===== src/rtl/sb_pkg.sv =====
package sb_pkg;
  localparam int NUM_UNITS = 4;
  localparam int UNIT_W    = $clog2(NUM_UNITS);

  typedef enum logic [UNIT_W-1:0] {
    UNIT_INT = 2'd0,
    UNIT_ADD = 2'd1,
    UNIT_MUL = 2'd2,
    UNIT_DIV = 2'd3
  } unit_e;
endpackage


===== src/rtl/sb_pending_table.sv =====
module sb_pending_table #(
  parameter int NREG = 32,
  localparam int RW = $clog2(NREG)
) (
  input  logic            clk,
  input  logic            rst_n,
  input  logic            set_en,
  input  logic [RW-1:0]   set_idx,
  input  logic            clr_en,
  input  logic [RW-1:0]   clr_idx,
  output logic [NREG-1:0] pend_o
);
  for (genvar r = 0; r < NREG; r++) begin : g_bit
    logic hit_set, hit_clr;
    assign hit_set = set_en && (set_idx == RW'(r));
    assign hit_clr = clr_en && (clr_idx == RW'(r));
    always_ff @(posedge clk or negedge rst_n) begin
      if (!rst_n)       pend_o[r] <= 1'b0;
      else if (hit_set) pend_o[r] <= 1'b1;   // set has priority over clear
      else if (hit_clr) pend_o[r] <= 1'b0;
    end
  end

  p_set_marks_r6: assert property (@(posedge clk) disable iff (!rst_n)
    set_en |=> pend_o[$past(set_idx)]);

  p_clear_drops_r7: assert property (@(posedge clk) disable iff (!rst_n)
    (clr_en && !(set_en && set_idx == clr_idx)) |=> !pend_o[$past(clr_idx)]);

  p_set_beats_clear_r8: assert property (@(posedge clk) disable iff (!rst_n)
    (clr_en && set_en && set_idx == clr_idx) |=> pend_o[$past(clr_idx)]);
endmodule


===== src/rtl/sb_hazard_check.sv =====
module sb_hazard_check
  import sb_pkg::*;
#(
  parameter int NREG = 32,
  localparam int RW = $clog2(NREG)
) (
  input  logic [NREG-1:0]      pend,
  input  logic [NUM_UNITS-1:0] unit_busy,
  input  logic [UNIT_W-1:0]    unit,
  input  logic                 has_dst,
  input  logic [RW-1:0]        dst,
  input  logic [RW-1:0]        src1,
  input  logic [RW-1:0]        src2,
  output logic                 unit_stall,
  output logic                 raw_stall,
  output logic                 waw_stall
);
  logic [NUM_UNITS-1:0] unit_sel;

  for (genvar u = 0; u < NUM_UNITS; u++) begin : g_unit
    assign unit_sel[u] = (unit == UNIT_W'(u)) && unit_busy[u];
  end

  // Only the unit class named by the instruction can stall it.
  assign unit_stall = |unit_sel;
  assign raw_stall  = pend[src1] || pend[src2];
  // WAR is not checked: operands are read in order at issue.
  assign waw_stall  = has_dst && pend[dst];
endmodule


===== src/rtl/issue_scoreboard.sv =====
module issue_scoreboard
  import sb_pkg::*;
#(
  parameter int NREG = 32,
  localparam int RW = $clog2(NREG)
) (
  input  logic                 clk,
  input  logic                 rst_n,
  input  logic                 dec_valid,
  output logic                 dec_ready,
  input  logic [UNIT_W-1:0]    dec_unit,
  input  logic                 dec_has_dst,
  input  logic [RW-1:0]        dec_dst,
  input  logic [RW-1:0]        dec_src1,
  input  logic [RW-1:0]        dec_src2,
  input  logic [NUM_UNITS-1:0] unit_busy,
  input  logic                 wb_valid,
  input  logic [RW-1:0]        wb_reg,
  output logic [NREG-1:0]      pending
);
  logic unit_stall, raw_stall, waw_stall;
  logic fire, set_en;

  sb_hazard_check #(.NREG(NREG)) u_haz (
    .pend       (pending),
    .unit_busy  (unit_busy),
    .unit       (dec_unit),
    .has_dst    (dec_has_dst),
    .dst        (dec_dst),
    .src1       (dec_src1),
    .src2       (dec_src2),
    .unit_stall (unit_stall),
    .raw_stall  (raw_stall),
    .waw_stall  (waw_stall)
  );

  assign dec_ready = !(unit_stall || raw_stall || waw_stall);
  assign fire      = dec_valid && dec_ready;
  assign set_en    = fire && dec_has_dst;

  sb_pending_table #(.NREG(NREG)) u_pend (
    .clk     (clk),
    .rst_n   (rst_n),
    .set_en  (set_en),
    .set_idx (dec_dst),
    .clr_en  (wb_valid),
    .clr_idx (wb_reg),
    .pend_o  (pending)
  );

  p_busy_blocks_r2: assert property (@(posedge clk) disable iff (!rst_n)
    unit_busy[dec_unit] |-> !dec_ready);

  p_raw_blocks_r3: assert property (@(posedge clk) disable iff (!rst_n)
    (pending[dec_src1] || pending[dec_src2]) |-> !dec_ready);

  p_waw_blocks_r4: assert property (@(posedge clk) disable iff (!rst_n)
    (dec_has_dst && pending[dec_dst]) |-> !dec_ready);

  p_no_dst_no_set_r9: assert property (@(posedge clk) disable iff (!rst_n)
    (!wb_valid && !(dec_valid && dec_has_dst)) |=> pending == $past(pending));
endmodule


===== config.mk =====
export PLATFORM = sky130hd
export DESIGN_NAME = issue_scoreboard
export DESIGN_NICKNAME = d
export VERILOG_FILES = /design/src/rtl/sb_pkg.sv /design/src/rtl/sb_pending_table.sv /design/src/rtl/sb_hazard_check.sv /design/src/rtl/issue_scoreboard.sv
export SDC_FILE = /design/constraint.sdc
export NUM_CORES = 1
export LEC_CHECK = 0
export ABC_AREA = 0
export ABC_CLOCK_PERIOD_IN_PS = 2300
export BUFFER_PORTS_ARGS = -buffer_cell sky130_fd_sc_hd__buf_2
export CORE_MARGIN = 3
export CORE_UTILIZATION = 40
export CTS_BUF_LIST = sky130_fd_sc_hd__clkbuf_8
export DETAILED_ROUTE_END_ITERATION = 10
export PLACE_DENSITY = 0.62
export SLEW_MARGIN = 40
export SYNTH_ARGS = -nofsm -noshare
export SYNTH_HDL_FRONTEND = slang
export SYNTH_SLANG_ARGS = --single-unit

===== constraint.sdc =====
create_clock -name clk -period 2.3 [get_ports clk]
set_clock_uncertainty 0.15 [all_clocks]
set_input_delay 0.23 -clock clk [delete_from_list [all_inputs] [get_ports clk]]
set_output_delay 0.23 -clock clk [all_outputs]
set_load 0.02 [all_outputs]

Word-level counts from Yosys, hierarchy flattened
Cells that the tools add are included.
- flip-flop bits (word level): 32
- input port bits: 31
- output and inout port bits: 33
- word-level logic and storage cells: 281
- $lt $le $gt $ge: 3
- equal/unequal tests: 65
- muxes and demuxes: 70
- reductions and logical operators: 111
- operators by type and width (kind ; count):
    $eq 5x5->1 const B ; 32
    $eq 5x4->1 const B ; 16
    $logic_and 1x1->1 ; 71
    $mux 1 ; 67
    $reduce_bool 2->1 ; 32
    $eq 5x3->1 const B ; 8
    $eq 5x2->1 const B ; 4
    $lt 5x6->1 const B ; 3
    $bmux 1 s5 ; 3
    $eq 5x1->1 const B ; 2
    $logic_not 5->1 ; 2
    $eq 2x2->1 const B ; 2
    $reduce_or 4->1 ; 1
    $logic_or 1x1->1 ; 3
    $eq 2x1->1 const B ; 1
    $logic_not 2->1 ; 1
    $logic_not 1->1 ; 1

Logic depth before layout (Yosys ltp)
- depth after elaboration: 10
- depth in mapped cells: 8
- mapped depth without buffers: 6

Hierarchy
Synthesis repeated with hierarchy kept, for this count alone.
- cell total of the unflattened synthesis: 207
- area total of the unflattened synthesis: 2209.6 µm²
- by module, submodules not included (module ; times used ; cells each ; area each (µm²) ; seq. area each (µm²)):
    sb_pending_table ; 1 ; 129 ; 1332.5 ; 800.8
    sb_hazard_check ; 1 ; 76 ; 860.8 ; 0.0
    issue_scoreboard ; 1 ; 2 ; 16.3 ; 0.0

Least setup slack after synthesis
OpenSTA, ideal clock, no wires.
- path type: register to output
- from: register u_pend.pend_o[23]
- to: output dec_ready
- arrival: 2125 ps
- data required time: 1920 ps
- path slack: -205 ps
- cell stages (with the launch flop): 7
- path buffers: 1
- cells stage by stage: dfrtp_1 mux4_2 o2111a_1 nor4_2 nand3_2 buf_6 a211oi_2
- longest elaborated chain between the ends: 6
- elaborated cells on any way between the ends: 11
- classes of those cells: mux (6); reduce/logical (5)
- ends and longest elaborated chain (item ; RTL line ; text):
    start: declaration ; sb_pending_table.sv:11 ; output logic [NREG-1:0] pend_o
    start signal: indexed assignment ; sb_pending_table.sv:18 ; if (!rst_n) pend_o[r] <= 1'b0;
    start signal: indexed assignment ; sb_pending_table.sv:19 ; else if (hit_set) pend_o[r] <= 1'b1;
    start signal: indexed assignment ; sb_pending_table.sv:20 ; else if (hit_clr) pend_o[r] <= 1'b0;
    $bmux 1 s5 ; sb_hazard_check.sv:26 ; assign raw_stall = pend[src1] || pend[src2];
    $mux 1 (implied by the code) ; sb_hazard_check.sv:26 ;
    $logic_or 1x1->1 ; sb_hazard_check.sv:26 ;
    $logic_or 1x1->1 ; issue_scoreboard.sv:37 ; assign dec_ready = !(unit_stall || raw_stall || waw_stall);
    $logic_or 1x1->1 (*) ; issue_scoreboard.sv:37 ;
    $logic_not 1->1 (*) ; issue_scoreboard.sv:37 ;
    end: declaration ; issue_scoreboard.sv:10 ; output logic dec_ready,
Every way passes the cells marked *; elsewhere a longest branch is shown, timed or not. The select of a mux whose other input is x is not followed.

Worst setup path after layout
- from: register u_pend.pend_o[12]
- to: output dec_ready
The elaborated chain is that of the path after synthesis.

==> out/metrics.csv <==
stage,metric,value,unit
sta,Final Critical Period,2.60,ns
power,Clock Power Share,25.5,%
layout,diode count,0,
placed_design,Port Buffers,63,
status,violated checks,setup timing,
layout,largest registers,u_pend.pend_o: 32 flops,
grt,GRT busiest layer,met2,
clock_network,TritonCTS Buffers,5,
floorplan,Die H,84.0,µm
grt,routing usage on met3,6.32,%
critical_path,reg2reg start,u_pend.pend_o[12],
power,internal power,1.19,mW
critical_path,Worst R2R Path Depth,9,
critical_path,R2R Path End,u_pend.pend_o[21],
floorplan,die width,84.0,µm
power,worst vdd ir,0.279,mV
floorplan,Core ar.,5710,µm²
clock_network,CTS root buf,clkbuf_8,
status,outcome,"finished, violations left",
yosys,Netlist Area Pre-Place,2430,µm²
critical_path,crit-path max FO,2,
power,Pwr Density,513,nW/µm²
clock_network,H-tree Lvls,2,
routing,vias per inst,6.21,
layout,"Design Area, Final",3630,µm²
grt,largest net degree at the start of global routing,33,
critical_path,required time of the critical path,1.92,ns
sta,setup TNS,-7.31,ns
yosys,Synth top area share,32.9,%
layout,"Most flops, register",u_pend.pend_o,
critical_path,CP arrival,2.22,ns
sta,worst setup margin,-0.300,ns
yosys,asr flop ratio synth,100,%
yosys,syn_nets,277,
sta,Fin Hold WS,0.270,ns
routing,DRT iter0 DRCs,142,
layout,number of fill cells,475,
layout,final cell count without fillers,429,
yosys,top post-synthesis cells by area,"dfrtp_1, mux2i_1, o31ai_1",
layout,max reg flops,32,
routing,remaining antenna violation count,0,
routing,Initial DRT Pass Iterations,4,
yosys,top_reg_cell synth,dfrtp_1,
sta,Slew @ Worst Pin,0.982,ns
sta,# setup viols final,33,
sta,headroom to the max-slew limit,34.3,%
sta,Fmax,385,MHz
sta,RSZ-0062 raised after global routing,yes,
clock_network,Clock Tree Buf Depth,2,
floorplan,Core Rows,27,
grt,Total GRT Usage,26.4,%
placed_design,Placed Instances,418,
min_path,Hold Path End,u_pend.pend_o[18],
yosys,Mapped Cells,246,
grt,vias in the first global route,2813,
placed_design,Final HPWL DP,6990,µm
clock_network,clock sinks,32,
min_path,WHS Path Cells,4,
yosys,warnings from Yosys,0,
clock_network,"Reg clk slew, reported paths",0.07,ns
critical_path,worst setup path class,register to output port,
yosys,"EDFF count, synth",0,
routing,final wirelength,9140,µm
min_path,HP Start,wb_reg[4],
yosys,"FF+latch count, synth",32,
power,Comb power frac,38.6,%
yosys,Yosys top cell by area,dfrtp_1,
sta,final hold vios,0,
power,switching power,0.667,mW
yosys,post-synthesis sequential area ratio,32.9,%
sta,Pins Over Slew Limit,0,
critical_path,CP Capture Type,output port,
min_path,Hold WC Path Type,input port to register,
routing,Residual DRC,0,
routing,drt wl/cell,21.3,µm
layout,# nets final,387,
layout,Syn-to-layout area delta,49.0,%
sta,final worst path period share,113,%
floorplan,Die Area,7060,µm²
yosys,average cell area after synthesis,9.90,µm²
layout,Util after Layout,63.5,%
power,PnR Total Power,1.86,mW
placed_design,Setup WS pre-CTS,-0.187,ns
floorplan,num ports,64,
critical_path,CP startpoint kind,register,
grt,initial antenna violation count,0,
grt,GR Util met1,34.9,%
grt,met2 Resource Use GR,42.0,%
placed_design,gpl congestion,0.921,
power,Leakage,1.63,nW
power,Seq pwr share,35.8,%
run,maxcap violations,0,
clock_network,later-pin clock latency in the skew report,0.29,ns
clock_network,CTS tree,yes,
yosys,Synth cell types,44,
grt,Congestion Overflow GR,0,
grt,first-pass GRT wire length,14700,µm
critical_path,Worst R2R Setup Slack,-0.27,ns
power,Switching Fraction,35.8,%
layout,layout cells sized above 1,51.5,%
floorplan,Initial Util,42.6,%
routing,via count,2665,
placed_design,Area after DPL,3160,µm²
[final cells by class]
class | count | area, µm² | share of cell area [%]
clock buffers | 7 | 96.3 | 2.66
clock inverters | 1 | 3.75 | 0.103
inverters | 3 | 11.3 | 0.310
multi-input cells | 199 | 1860 | 51.2
flip-flops and latches | 32 | 813 | 22.4
well taps | 72 | 90.1 | 2.48
repair buffers | 115 | 756 | 20.8
[power groups by stage]
stage	Clock [mW]	Combinational [mW]	Sequential [mW]
finish	0.476	0.719	0.667
global route	0.505	0.769	0.672
CTS	0.483	0.671	0.665
detailed placement	0	0.605	0.675
global placement	0	0.597	0.674
floorplan	0	0.259	0.734
[timing repair]
action,CTS,global route
endpoints found under the setup margin,28,33
endpoints found under the hold margin,32,0
pin swaps,5,0
setup buffers,2,0
hold buffers,1,0
resized for setup,36,22
[synth_stat cells, drive strengths merged (5+ instances only)]
cell type,instances
dfrtp,32
o21ai,32
o31ai,32
mux2i,28
nand2,18
nor2,13
mux4,11
nand3,11
buf,9
nor2b,7
nand2b,6
a22oi,5
[worst max-delay path, stage by stage (launching register included)]
cell and delay (ns):
dfrtp_2 0.41, mux4_2 0.47, o2bb2ai_2 0.15, nor4_2 0.06, nor4_2 0.30, nand3_2 0.18, a211oi_4 0.20, buf_6 0.15
[how the worst max path moves through the flow]
stage                                  from           endpoint  slack (ns)  depth (start not counted)
after floorplan           u_pend.pend_o[15]          dec_ready       -0.06                          7
after global placement          dec_src2[0]  u_pend.pend_o[17]       -0.14                          8
after detailed placement        dec_src2[0]  u_pend.pend_o[19]       -0.19                          8
after CTS                 u_pend.pend_o[15]          dec_ready       -0.26                          7
after global routing       u_pend.pend_o[8]          dec_ready       -0.38                          7
final                     u_pend.pend_o[12]          dec_ready       -0.30                          7
[layer usage]
| layer | part of all wire [%] | wire [µm] |
|---|---|---|
| met1 | 43 | 3950 |
| met2 | 47 | 4290 |
| met3 | 7.4 | 680 |
| met4 | 2.4 | 220 |
| met5 | 0 | 0 |
[placed cells by master (no fill, tap or decap), types with 10 or more instances in the layout]
| cell | count |
|---|---|
| buf_2 | 62 |
| buf_4 | 47 |
| dfrtp_1 | 22 |
| dfrtp_2 | 10 |
| mux2i_1 | 28 |
| nand2_1 | 18 |
| nor2_1 | 13 |
| o21ai_0 | 32 |
| o31ai_2 | 17 |
| o31ai_4 | 15 |
[cell families after synthesis]
family | synth area share, %
AO/OA/AOI/OAI | 23.7
buffers and inverters | 4.11
flip-flops | 32.9
multiplexers | 22.5
AND/OR/NAND/NOR | 16.9
Power figures use the tool's default switching activity.
